File: config.mk
export PLATFORM = sky130hd
export DESIGN_NAME = tbs_top
export DESIGN_NICKNAME = d
export VERILOG_FILES = /design/src/rtl/tbs_pkg.sv /design/src/rtl/tbs_ctrl.sv /design/src/rtl/tbs_datapath.sv /design/src/rtl/tbs_top.sv
export SDC_FILE = /design/constraint.sdc
export NUM_CORES = 1
export LEC_CHECK = 0
export BUFFER_PORTS_ARGS = -buffer_cell sky130_fd_sc_hd__buf_2
export CORE_UTILIZATION = 47
export DETAILED_ROUTE_END_ITERATION = 16
export PLACE_DENSITY = 0.85
export SLEW_MARGIN = 30
export SYNTH_ARGS = -nofsm -noshare
export SYNTH_HDL_FRONTEND = slang
export SYNTH_HIERARCHICAL = 1
export SYNTH_SLANG_ARGS = --single-unit
File: constraint.sdc
create_clock -name clk -period 1.1 [get_ports clk]
set_clock_uncertainty 0.1 [all_clocks]
set_input_delay 0.055 -clock clk [delete_from_list [all_inputs] [get_ports clk]]
set_output_delay 0.055 -clock clk [all_outputs]
set_load 0.01 [all_outputs]
File: src/rtl/tbs_pkg.sv
package tbs_pkg;

  localparam int MAX_PINS = 64;

  localparam logic [1:0] KIND_IN    = 2'd0;
  localparam logic [1:0] KIND_OUT   = 2'd1;
  localparam logic [1:0] KIND_TRI   = 2'd2;
  localparam logic [1:0] KIND_BIDIR = 2'd3;

  typedef struct packed {
    logic capture;
    logic shift;
    logic update;
  } scanStrobes_t;

  function automatic int kindLen(input logic [1:0] kind);
    case (kind)
      KIND_IN, KIND_OUT: return 1;
      KIND_TRI:          return 2;
      default:           return 3;
    endcase
  endfunction

  // running sum of lengths of all pins below `pin`
  function automatic int pinOffset(input logic [2*MAX_PINS-1:0] kinds, input int pin);
    int acc;
    acc = 0;
    for (int p = 0; p < MAX_PINS; p++)
      if (p < pin) acc += kindLen(kinds[2*p +: 2]);
    return acc;
  endfunction

  function automatic logic [MAX_PINS-1:0] inputMask(input logic [2*MAX_PINS-1:0] kinds,
                                                     input int numPins);
    logic [MAX_PINS-1:0] m;
    m = '0;
    for (int p = 0; p < MAX_PINS; p++)
      if (p < numPins && (kinds[2*p +: 2] == KIND_IN || kinds[2*p +: 2] == KIND_BIDIR))
        m[p] = 1'b1;
    return m;
  endfunction

endpackage

File: src/rtl/tbs_ctrl.sv
module tbs_ctrl
  import tbs_pkg::*;
(
  input  logic         captureDr,
  input  logic         shiftDr,
  input  logic         updateDr,
  output scanStrobes_t strobes
);
  // capture beats shift, shift beats update
  always_comb begin
    strobes.capture = captureDr;
    strobes.shift   = shiftDr & ~captureDr;
    strobes.update  = updateDr & ~captureDr & ~shiftDr;
  end
endmodule

File: src/rtl/tbs_datapath.sv
module tbs_datapath
  import tbs_pkg::*;
#(
  parameter int NUM_PINS = 6,
  parameter logic [2*NUM_PINS-1:0] PIN_KINDS = 12'b00_11_11_10_01_00,
  parameter int CHAIN_LEN = 11
) (
  input  logic                 clk,
  input  logic                 rstN,
  input  scanStrobes_t         strobes,
  input  logic                 tdi,
  input  logic                 testMode,
  input  logic [NUM_PINS-1:0]  corOut,
  input  logic [NUM_PINS-1:0]  corOe,
  input  logic [NUM_PINS-1:0]  padIn,
  output logic [NUM_PINS-1:0]  corIn,
  output logic [NUM_PINS-1:0]  padOut,
  output logic [NUM_PINS-1:0]  padOe,
  output logic [CHAIN_LEN-1:0] shiftState,
  output logic [CHAIN_LEN-1:0] holdState
);
  localparam logic [2*MAX_PINS-1:0] KINDS_EXT = (2*MAX_PINS)'(PIN_KINDS);

  logic [CHAIN_LEN-1:0] capVec;
  logic [CHAIN_LEN-1:0] shiftReg;
  logic [CHAIN_LEN-1:0] holdReg;

  for (genvar i = 0; i < NUM_PINS; i++) begin : g_pin
    localparam int OFF = pinOffset(KINDS_EXT, i);
    localparam logic [1:0] KIND = PIN_KINDS[2*i +: 2];
    if (KIND == KIND_IN) begin : g_in
      assign capVec[OFF] = padIn[i];
      assign corIn[i]    = testMode ? holdReg[OFF] : padIn[i];
      assign padOut[i]   = 1'b0;
      assign padOe[i]    = 1'b0;
    end else if (KIND == KIND_OUT) begin : g_out
      assign capVec[OFF] = corOut[i];
      assign corIn[i]    = 1'b0;
      assign padOut[i]   = testMode ? holdReg[OFF] : corOut[i];
      assign padOe[i]    = 1'b1;
    end else if (KIND == KIND_TRI) begin : g_tri
      assign capVec[OFF]   = corOut[i];
      assign capVec[OFF+1] = corOe[i];
      assign corIn[i]      = 1'b0;
      assign padOut[i]     = testMode ? holdReg[OFF]   : corOut[i];
      assign padOe[i]      = testMode ? holdReg[OFF+1] : corOe[i];
    end else begin : g_bidir
      assign capVec[OFF]   = padIn[i];
      assign capVec[OFF+1] = corOut[i];
      assign capVec[OFF+2] = corOe[i];
      assign corIn[i]      = testMode ? holdReg[OFF]   : padIn[i];
      assign padOut[i]     = testMode ? holdReg[OFF+1] : corOut[i];
      assign padOe[i]      = testMode ? holdReg[OFF+2] : corOe[i];
    end
  end

  always_ff @(posedge clk or negedge rstN) begin
    if (!rstN) begin
      shiftReg <= '0;
      holdReg  <= '0;
    end else begin
      if (strobes.capture)    shiftReg <= capVec;
      else if (strobes.shift) shiftReg <= {tdi, shiftReg[CHAIN_LEN-1:1]};
      if (strobes.update)     holdReg  <= shiftReg;
    end
  end

  assign shiftState = shiftReg;
  assign holdState  = holdReg;
endmodule

File: src/rtl/tbs_top.sv
module tbs_top
  import tbs_pkg::*;
#(
  parameter int NUM_PINS = 6,
  parameter logic [2*NUM_PINS-1:0] PIN_KINDS = 12'b00_11_11_10_01_00
) (
  input  logic                clk,
  input  logic                rstN,
  input  logic                captureDr,
  input  logic                shiftDr,
  input  logic                updateDr,
  input  logic                tdi,
  output logic                tdo,
  input  logic                testMode,
  input  logic [NUM_PINS-1:0] corOut,
  input  logic [NUM_PINS-1:0] corOe,
  output logic [NUM_PINS-1:0] corIn,
  input  logic [NUM_PINS-1:0] padIn,
  output logic [NUM_PINS-1:0] padOut,
  output logic [NUM_PINS-1:0] padOe
);
  localparam logic [2*MAX_PINS-1:0] KINDS_EXT = (2*MAX_PINS)'(PIN_KINDS);
  localparam int CHAIN_LEN = pinOffset(KINDS_EXT, NUM_PINS);

  scanStrobes_t         strobes;
  logic [CHAIN_LEN-1:0] shiftState;
  logic [CHAIN_LEN-1:0] holdState;

  tbs_ctrl ctrl_i (
    .captureDr(captureDr),
    .shiftDr  (shiftDr),
    .updateDr (updateDr),
    .strobes  (strobes)
  );

  tbs_datapath #(
    .NUM_PINS (NUM_PINS),
    .PIN_KINDS(PIN_KINDS),
    .CHAIN_LEN(CHAIN_LEN)
  ) dp_i (
    .clk       (clk),
    .rstN      (rstN),
    .strobes   (strobes),
    .tdi       (tdi),
    .testMode  (testMode),
    .corOut    (corOut),
    .corOe     (corOe),
    .padIn     (padIn),
    .corIn     (corIn),
    .padOut    (padOut),
    .padOe     (padOe),
    .shiftState(shiftState),
    .holdState (holdState)
  );

  assign tdo = shiftState[0];
endmodule

==> Yosys cells after proc, flatten, opt, wreduce, memory -nomap -nowiden <==
Cells that the tools add are included.
{ "op_classes": {"muxes": 13, "n_bitwise": 5, "n_reduce_logical": 1} }
{ "op_table": {"columns": ["op", "count"], "rows": [
  ["$mux W11", 2],
  ["$mux W1", 11],
  ["$and A1 B1 Y1", 3],
  ["$not A1 Y1", 2],
  ["$reduce_bool A2 Y1", 1]
]} }
{ "word_totals": {"regBits": 22, "input_bits": 25, "output_inout_bits": 19} }

==> Depth between registers and ports, before layout <==
Gate-level depths: netlist of the first run.
{ "logic_depth": {"word_depth": 4, "ltp_mapped": 4, "depth_no_buf": 3} }

==> Modules after synthesis <==
The synthesis of the first run kept the hierarchy.
{ "by_module_without_submodules": {"columns": ["mod", "n_inst", "cells_each", "area_per_inst_um2", "seq_area_each_um2"], "rows": [
  ["tbs_datapath", 1, 91, 1108.6, 550.5],
  ["tbs_ctrl", 1, 3, 26.3, 0.0]
]} }

==> Worst setup path before layout of the first run <==
Ideal clock, no wire load.
{ "synth_timing": {"path_kind": "input to register", "from": "in shiftDr", "to": "reg dp_i.holdReg[0], in the netlist dp_i/holdState[0]", "setup_time_ns": 0.125, "arrival_time_ns": 0.753, "required_ns": 0.875, "slack_ns": 0.123, "cell_stages": 3, "path_buffers": 1, "path_cell_list": "nor3b_2 buf_6 mux2_2"} }
{ "synth_between": {"elab_chain_cells": 2} }
{ "synth_rtl": {"columns": ["item", "line_no", "rtl"], "rows": [
  ["start, declared", "tbs_top.sv:10", "input logic shiftDr,"],
  ["$not A1 Y1", "tbs_ctrl.sv:13", "strobes.update = updateDr & ~captureDr & ~shiftDr;"],
  ["$and A1 B1 Y1", "tbs_ctrl.sv:13", null],
  ["end signal, assigned", "tbs_datapath.sv:64", "if (strobes.update) holdReg <= shiftReg;"],
  ["end, declared", "tbs_datapath.sv:26", "logic [CHAIN_LEN-1:0] holdReg;"]
]} }
Every way passes these cells.
A chain may end at the register's enable or synchronous reset.

==> Worst setup path after layout of the first run <==
{ "layout_timing": {"from": "reg dp_i.holdReg[10], in the netlist dp_i/holdState[10]", "to": "out corIn[5]"} }
{ "layout_between": {"elab_chain_cells": 1} }
{ "layout_rtl": {"columns": ["item", "line_no", "rtl"], "rows": [
  ["$mux W1", "tbs_datapath.sv:33", "assign corIn[i] = testMode ? holdReg[OFF] : padIn[i];"],
  ["end, declared", "tbs_top.sv:17", "output logic [NUM_PINS-1:0] corIn,"]
]} }
Every way passes these cells.

==> results of run 1 <==
-- worst register-to-register path: stages (launching register included) --
cell     delay [ps]
dfrtp_1         390
buf_4           130
buf_4           110
mux2_2          240
-- layer usage --
layer / part of all wire [%] / vias up
li1: - / 402
met1: 41 / 430
met4: 0.48 / 0
met3: 2.8 / 2
met2: 55 / 19
met5: 0 / -
-- metrics by stage --
stage	area [sq um]	hold slack, ps
floorplan	1150	-341
detailed placement	1270	-57.7
global route	1560	149
global placement	1270	-66.8
finish	1560	131
CTS	1510	109
-- cells in the final DEF (no fill, tap or decap), types with 3 or more instances in the layout --
cell / n
o21ai_1: 10
clkbuf_4: 3
conb_1: 7
buf_6: 11
mux2i_1: 11
mux2_2: 16
dfrtp_1: 22
mux2_4: 6
nand2_1: 11
dlygate4sd3_1: 13
buf_4: 10
buf_2: 18
-- cells by family (layout without fill, tap and decap cells) --
logic type	after synthesis	count (layout)	share of synthesized area (%)
AOI/OAI and AO/OA	11	11	4.85
buffers and inverters	13	56	9.15
DFF	22	22	48.5
muxes	33	33	31.5
other	2	7	0.662
and+or+nand+nor	13	13	5.29
-- state kept, by name (all words and copies together), names as in the netlist --
name and cells:
dp_i/holdState 11, dp_i/shiftState 11
-- what timing repair did --
| action | in CTS | in global routing |
|---|---|---|
| hold endpoints to repair | 33 | 0 |
| hold buffers | 13 | 0 |
| buffers inserted | 1 | 4 |
| gates resized for setup | 13 | 4 |
| endpoints found under the setup margin | 11 | 11 |
-- layout make-up --
cell class / instances / area (sq um) / area share (%)
flip-flops and latches: 22 / 551 / 35.2
repair buffers: 52 / 419 / 26.8
well taps: 28 / 35.0 / 2.24
multi-input cells: 64 / 522 / 33.4
clock buffers: 4 / 36.3 / 2.32
-- power by group through the flow --
stage	combinational, uW	sequential, uW	clock (uW)
floorplan	329	1010	0
global placement	438	1020	0
detailed placement	452	1030	0
CTS	588	1020	461
global route	724	1040	473
finish	672	1030	440
-- path summary, 6_finish.rpt --
path | start | end | slack, ps
max | dp_i/holdState[10]$_DFFE_PN0P_ | corIn[5] | -160
min | rstN | dp_i/holdState[0]$_DFFE_PN0P_ | 130
max reg2reg | dp_i/holdState[2]$_DFFE_PN0P_ | dp_i/holdState[2]$_DFFE_PN0P_ | 20
min reg2reg | dp_i/holdState[5]$_DFFE_PN0P_ | dp_i/holdState[5]$_DFFE_PN0P_ | 420
max in group asynchronous | rstN | dp_i/holdState[7]$_DFFE_PN0P_ | 440
min in group clk | captureDr | dp_i/shiftState[4]$_DFFE_PN0P_ | 130
==> run_results.csv, run 1 <==
group,metric,value,unit
outcome,status,"finished with violations",
outcome,violations,"setup timing",
place,dp_hpwl,1470,um
sta,finalHoldViolCount,0,
route,drt_iter0_markers,10,
route,firstDrtPassIters,4,
pwr,ir_drop,0.000995,V
worst_setup_path,cp_max_fo,2,
worst_setup_path,cp_slowest_stage_delay,410,ps
worst_setup_path,path_buf_inv,1,
sta,fmax,792,MHz
pwr,p_leak,0.000754,uW
final_layout,final_cells,170,
worst_setup_path,path_depth,2,
place,port_buffers,29,
worst_setup_path,start_kind,"flip-flop",
logic_synthesis,synth_area_leaders,"dfrtp_1, mux2_2, mux2i_1",
logic_synthesis,seq_area_frac_synth,48.5,%
route,wire_per_inst,14.7,um
logic_synthesis,ys_seq_elements,22,
pwr,p_sw,573,uW
logic_synthesis,synth_area,0.00113,sq mm
logic_synthesis,synth_top_area_cell,"dfrtp_1",
final_layout,layout-drive-gt1-share,46.5,%
logic_synthesis,synth_cells,94,
pwr,seqPwrFrac,48.0,%
grt,met1_usage,23.4,%
worst_setup_path,end_kind,"output pin",
final_layout,diodes,0,
route,drcViolationCount,0,
clocking,h-tree-depth,1,
clocking,cts_tree,"done",
die,die_h,51.1,um
route,routed_wl,2490,um
route,ant_nets,0,
place,globalplace.congestion,0.762,
grt,gr-usage-met2,39.5,%
clocking,path_clk_slew,120,ps
worst_setup_path,crit_slowest_cell,"dfrtp_1",
grt,grt_max_degree,23,
job,maxCapViolCount,0,
grt,antenna_found_initial,0,
final_layout,final_util,69.3,%
worst_setup_path,cp.arrival,1110,ps
logic_synthesis,synth_commonest_cells,"dfrtp_1, mux2_2, mux2i_1, nand2_1, o21ai_1",
route,routed_via_density,5.02,
sta,rsz0062_at_grt,"true",
grt,grt_pass1_wl,3910,um
grt,grt-ovfl-total,0,
clocking,cts_root_buffer,"clkbuf_4",
die,die_area,0.00262,sq mm
pwr,p_int,1570,uW
sta,slew_violations,0,
clocking,clock_path_buffers,2,
logic_synthesis,async_flop_share,100,%
final_layout,fillers,179,
worst_setup_path,crit_family,"flip-flops",
die,die_w,51.1,um
grt,grt_util_met3,3.57,%
logic_synthesis,syn_area_per_cell,12.1,sq um
clocking,cts_buffers,3,
pwr,p_comb_share,31.4,%
die,start_util,50.3,%
die,pin_count,44,
clocking,clk_latency,300,ps
pwr,powerDensity,1370,mW/mm^2
clocking,cts.sinks,22,
logic_synthesis,synth_flop_cell,"dfrtp_1",
logic_synthesis,yosysWarnings,6,
die,core_area,0.00225,sq mm
worst_setup_path,path_class,"flip-flop to output pin",
route,vias,853,
logic_synthesis,synth.top_cell.area_share,48.5,%
grt,first_global_vias,862,
pwr,clkPwrFrac,20.6,%
place,dp_slack,-16.0,ps
final_layout,area.growth.synth_to_final,37.7,%
sta,setup_violations,11,
sta,fin_crit,1260,ps
place,dp_cells,148,
sta,timing.final.ws_setup,-163,ps
hold_path,worstHoldPathType,"primary input to asynchronous set/reset pin",
worst_setup_path,path_cells,"mux2_4 > buf_6",
sta,fin_tns_setup,-1620,ps
grt,grt_usage,20.4,%
sta,period_share,115,%
grt,busiest_layer,"met2",
pwr,power,2140,uW
worst_setup_path,crit_required,940,ps
die,row_count,17,
pwr,sw_frac_of_total,26.8,%
worst_setup_path,ff2ff_path_depth,3,
logic_synthesis,synth_cell_types,13,
logic_synthesis,synth_edf_count,0,
final_layout,nets,168,
Power figures use the tool's default switching activity.
==> run 2, diff against run 1 <==
GPL_TIMING_DRIVEN = 0   (was unset)
==> run 2 against run 1 <==
  * The flow still finishes with violations (setup timing)
  * Critical path depth unchanged
  * Via count increased by 4.6%
  * Maximum frequency increased by 1.6%
  * Largest cell class unchanged
  * Largest power group unchanged
==> run_results.csv, run 2 (synthesized netlist as in run 1, its figures left out) <==
group,metric,value,unit
pwr,power,2100,uW
worst_setup_path,rr_endpoint,"dp_i/holdState[4]$_DFFE_PN0P_",
die,start_util,50.3,%
place,dp_hpwl,1600,um
worst_setup_path,path_buf_inv,1,
die,core_area,0.00225,sq mm
hold_path,hold_start,"shiftDr",
sta,fmax,804,MHz
worst_setup_path,path_class,"flip-flop to output pin",
outcome,status,"finished with violations",
worst_setup_path,cp_max_fo,2,
clocking,path_clk_slew,110,ps
route,drt_iter0_markers,5,
final_layout,mostFrequentLayoutCells,"dfrtp_1, buf_2, buf_6, dlygate4sd3_1, buf_4",
clocking,cts_root_buffer,"clkbuf_4",
hold_path,hold_depth,3,
clocking,cts.sinks,22,
grt,first_global_vias,964,
sta,hold_slack,42.0,ps
pwr,p_leak,0.000814,uW
hold_path,holdPathEnd,"dp_i/holdState[7]$_DFFE_PN0P_",
final_layout,nets,177,
worst_setup_path,rrSetupSlack,10,ps
place,port_buffers,29,
worst_setup_path,end_kind,"output pin",
route,wire_per_inst,14.3,um
worst_setup_path,path_cells,"mux2_4 > buf_6",
hold_path,worstHoldPathType,"primary input to flip-flop",
sta,rsz0062_at_grt,"true",
sta,finalHoldViolCount,0,
route,vias,892,
final_layout,layout_commonest_cell,"dfrtp_1",
worst_setup_path,crit_required,940,ps
route,ant_nets,0,
job,maxCapViolCount,0,
die,die_w,51.1,um
sta,timing.final.ws_setup,-143,ps
worst_setup_path,ff2ff_path_depth,3,
route,firstDrtPassIters,4,
grt,grt-ovfl-total,0,
route,drcViolationCount,0,
clocking,clk_latency,300,ps
sta,setup_violations,11,
worst_setup_path,cp_slowest_stage_delay,400,ps
clocking,cts_tree,"done",
grt,grt_max_degree,23,
route,routed_via_density,5.01,
clocking,clock_path_buffers,2,
final_layout,fin_area,0.00164,sq mm
pwr,powerDensity,1280,mW/mm^2
worst_setup_path,timing.rr.start,"dp_i/holdState[4]$_DFFE_PN0P_",
sta,period_share,113,%
sta,fin_crit,1240,ps
worst_setup_path,cp.arrival,1090,ps
final_layout,diodes,0,
sta,slew_violations,0,
die,pin_count,44,
die,die_h,51.1,um
grt,grt_usage,21.9,%
place,dp_slack,-72.6,ps
worst_setup_path,crit_slowest_cell,"dfrtp_1",
grt,antenna_found_initial,0,
grt,grt_pass1_wl,4200,um
worst_setup_path,crit_family,"flip-flops",
worst_setup_path,start_kind,"flip-flop",
place,placed_cell_area,0.00133,sq mm
clocking,cts_buffers,3,
clocking,h-tree-depth,1,
final_layout,layout-drive-gt1-share,48.7,%
outcome,violations,"setup timing",
route,routed_wl,2540,um
place,globalplace.congestion,0.775,
die,row_count,17,
final_layout,area.growth.synth_to_final,44.9,%
pwr,ir_drop,0.000901,V
die,die_area,0.00262,sq mm
## run 2: changes by cell type in the layout (fill, tap and decap cells not counted)
| cell | change |
|---|---|
| buf_6 | +3 |
| mux2_2 | -5 |
| mux2_4 | +5 |
| clkbuf_8 | -1 |
| dlygate4sd3_1 | +1 |
| clkbuf_2 | +1 |
| buf_2 | +1 |
| buf_4 | +3 |
## run 2: report_power, final
group          internal, uW  switching [uW]
clock                   128             226
combinational           462             256
sequential              943            85.4
total                  1530             567
## run 2: how the worst max path moves through the flow
stage	start	endpoint	slack (ps)	cells past startpoint
after CTS	dp_i/holdState[1]$_DFFE_PN0P_	padOut[1]	-160	2
after detailed placement	shiftDr	dp_i/holdState[6]$_DFFE_PN0P_	-70	4
final	dp_i/holdState[0]$_DFFE_PN0P_	corIn[0]	-140	2
after global routing	dp_i/holdState[2]$_DFFE_PN0P_	padOut[2]	-190	2
after floorplan	shiftDr	dp_i/holdState[0]$_DFFE_PN0P_	120	3
after global placement	shiftDr	dp_i/holdState[8]$_DFFE_PN0P_	-50	4
## run 2: worst register-to-register path, stage by stage, from the launching register on
cell	delay, ps
dfrtp_1	390
buf_4	130
buf_4	120
mux2_2	250
## run 2: cell type report
class                      count  area (sq um)
clock buffer                   3          22.5
tap                           28          35.0
timing repair buffer          48           392
sequential                    22           551
fill                         159           611
buffer                        13           104
multi-input combinational     64           541
## run 2: per-stage QoR
stage,utilization (%),cells,TNS (ps)
floorplan,-,99,0
global placement,59.2,156,-468
detailed placement,59.2,156,-717
CTS,71.4,175,-1670
global route,72.9,178,-1910
finish,72.9,178,-1460
## run 2: repair_timing
action | in CTS | in global routing
hold buffers | 14 | 0
setup buffers | 2 | 3
pin swaps | 0 | 0
setup endpoints to repair | 11 | 11
endpoints found under the hold margin | 33 | 0
gates resized for setup | 19 | 3
## run 2: per-layer routing
| layer | GRT usage, % | part of all wire (%) | vias to the layer above | routed length, um |
|---|---|---|---|---|
| met5 | 0 | 0 | - | 0 |
| met4 | 7.41 | 0.63 | 0 | 16 |
| met1 | 25.0 | 43 | 444 | 1090 |
| li1 | - | - | 425 | - |
| met3 | 2.68 | 3.0 | 2 | 76 |
| met2 | 41.4 | 53 | 21 | 1360 |
==> run 3, diff against run 2 <==
--- a/config.mk
+++ b/config.mk
@@ -7,8 +7,10 @@
 export LEC_CHECK = 0
 export BUFFER_PORTS_ARGS = -buffer_cell sky130_fd_sc_hd__buf_2
+export CAP_MARGIN = 20
 export CORE_UTILIZATION = 47
 export DETAILED_ROUTE_END_ITERATION = 16
 export GPL_TIMING_DRIVEN = 0
 export PLACE_DENSITY = 0.85
+export SETUP_SLACK_MARGIN = 0.5
 export SLEW_MARGIN = 30
 export SYNTH_ARGS = -nofsm -noshare
==> constraint.sdc (replaced) <==
create_clock -name clk -period 1.1 [get_ports clk]
set_clock_uncertainty 0.1 [all_clocks]
set_input_delay 0.165 -clock clk [delete_from_list [all_inputs] [get_ports clk]]
set_output_delay 0.165 -clock clk [all_outputs]
set_load 0.01 [all_outputs]
==> run 3 against run 2 <==
  * The run ends with hold timing, setup timing left
  * Sequential share of layout area decreased by 2.0 points
  * Global-route usage increased by 1.3 points
  * Hold slack got worse by 340 ps
  * Register-to-register slack about the same
  * Cell area increased by 6.2%
  * Die area unchanged
  * Utilization increased by 4.6 points
  * Cell count decreased by 1.7%
==> run_results.csv, run 3 (synthesized netlist as in run 1, its figures left out) <==
group,metric,value,unit
outcome,status,"finished with violations",
outcome,violations,"hold timing, setup timing",
job,maxCapViolCount,0,
sta,setup_violations,12,
route,routed_wl,2740,um
die,row_count,17,
clocking,path_clk_slew,110,ps
final_layout,layout-drive-gt1-share,58.5,%
clocking,h-tree-depth,1,
clocking,cts.sinks,22,
worst_setup_path,crit_required,830,ps
worst_setup_path,cp.arrival,1110,ps
worst_setup_path,timing.rr.start,"dp_i/holdState[2]$_DFFE_PN0P_",
die,die_w,51.1,um
worst_setup_path,rr_endpoint,"dp_i/holdState[2]$_DFFE_PN0P_",
hold_path,worstHoldPathType,"primary input to asynchronous set/reset pin",
die,core_area,0.00225,sq mm
final_layout,mostFrequentLayoutCells,"mux2_4, dfrtp_1, buf_6",
worst_setup_path,rrSetupSlack,20,ps
pwr,sw_frac_of_total,26.8,%
worst_setup_path,end_kind,"output pin",
route,routed_via_density,5.07,
route,wire_per_inst,15.7,um
pwr,p_int,1660,uW
clocking,cts_root_buffer,"clkbuf_4",
route,drcViolationCount,0,
sta,rsz0062_at_grt,"true",
die,start_util,50.3,%
clocking,clk_latency,300,ps
worst_setup_path,path_class,"flip-flop to output pin",
sta,period_share,125,%
pwr,p_leak,0.000883,uW
sta,hold_slack,-302,ps
worst_setup_path,cp_max_fo,2,
final_layout,final_util,77.5,%
sta,finalHoldViolCount,25,
clocking,cts_buffers,3,
place,globalplace.congestion,0.704,
place,port_buffers,29,
route,firstDrtPassIters,4,
pwr,p_comb_share,38.6,%
final_layout,area.growth.synth_to_final,53.9,%
grt,grt-ovfl-total,0,
die,pin_count,44,
clocking,cts_tree,"done",
sta,fmax,729,MHz
final_layout,final_cells,175,
pwr,seqPwrFrac,45.9,%
grt,grt_usage,23.2,%
die,die_h,51.1,um
grt,grt_pass1_wl,4430,um
sta,timing.final.ws_setup,-271,ps
die,die_area,0.00262,sq mm
final_layout,diodes,0,
pwr,clkPwrFrac,15.6,%
clocking,clock_path_buffers,2,
worst_setup_path,ff2ff_path_depth,3,
final_layout,nets,174,
sta,slew_violations,0,
pwr,ir_drop,0.00116,V
place,dp_cells,156,
route,vias,887,
route,drt_iter0_markers,13,
grt,antenna_found_initial,0,
sta,fin_tns_setup,-2750,ps
route,ant_nets,0,
grt,first_global_vias,944,
grt,grt_max_degree,23,
worst_setup_path,start_kind,"flip-flop",
sta,fin_crit,1370,ps
pwr,p_sw,606,uW
pwr,powerDensity,1300,mW/mm^2
run 3: cell count changes in the layout (fill, tap and decap cells not counted), moves of 3 or more:
cell / delta
buf_8: +4
mux2_2: -11
mux2_4: +11
dlygate4sd3_1: -14
buf_2: -3
buf_6: +6
run 3: metrics by stage:
step                      power [uW]  hold WS (ps)  setup WS (ps)  area, sq um
after floorplan                 1390          -231           31.9         1220
after global placement          1550          43.3           -161         1400
after global routing            2390          -271           -309         1750
after CTS                       2160          -301           -276         1650
after detailed placement        1580          50.5           -184         1400
final                           2260          -302           -271         1750
run 3: layer usage:
metal | track usage [%] | vias to the layer above | wire (um)
met4 | 4.63 | 0 | 0
met5 | 0 | - | 0
li1 | - | 415 | -
met2 | 41.4 | 24 | 1530
met3 | 5.36 | 0 | 102
met1 | 28.4 | 448 | 1110
run 3: power groups by stage:
| stage | clock [uW] | combinational [uW] | sequential, uW |
|---|---|---|---|
| 3_3_place_gp | 0 | 520 | 1030 |
| 3_5_place_dp | 0 | 538 | 1040 |
| 2_1_floorplan | 0 | 379 | 1020 |
| 4_1_cts | 375 | 755 | 1030 |
| 6_report | 352 | 873 | 1040 |
| 5_1_grt | 404 | 934 | 1050 |
run 3: what timing repair did:
item	CTS	global route
resized for setup	32	8
gates cloned	2	0
endpoints found under the hold margin	32	27
pin swaps	1	1
setup endpoints to repair	34	34
setup buffers	6	8
run 3: final cells by class:
class | instances | area (sq um)
fill | 149 | 508
clock buffer | 3 | 22.5
tap | 28 | 35.0
sequential | 22 | 551
timing repair buffer | 45 | 413
multi-input combinational | 64 | 608
buffer | 13 | 118
run 3: how the worst max path moves through the flow:
stage | startpoint | to | slack (ps) | cells past startpoint
after global routing | dp_i/holdState[9]$_DFFE_PN0P_ | padOe[4] | -310 | 2
final | dp_i/holdState[9]$_DFFE_PN0P_ | padOe[4] | -270 | 2
after global placement | captureDr | dp_i/holdState[5]$_DFFE_PN0P_ | -160 | 4
after CTS | dp_i/holdState[4]$_DFFE_PN0P_ | corIn[3] | -280 | 2
after floorplan | shiftDr | dp_i/holdState[0]$_DFFE_PN0P_ | 30 | 3
after detailed placement | captureDr | dp_i/holdState[8]$_DFFE_PN0P_ | -180 | 4
run 3: critical path, stage by stage (launching register included):
cell and delay (ps):
dfrtp_1 410, mux2_4 270, buf_6 120
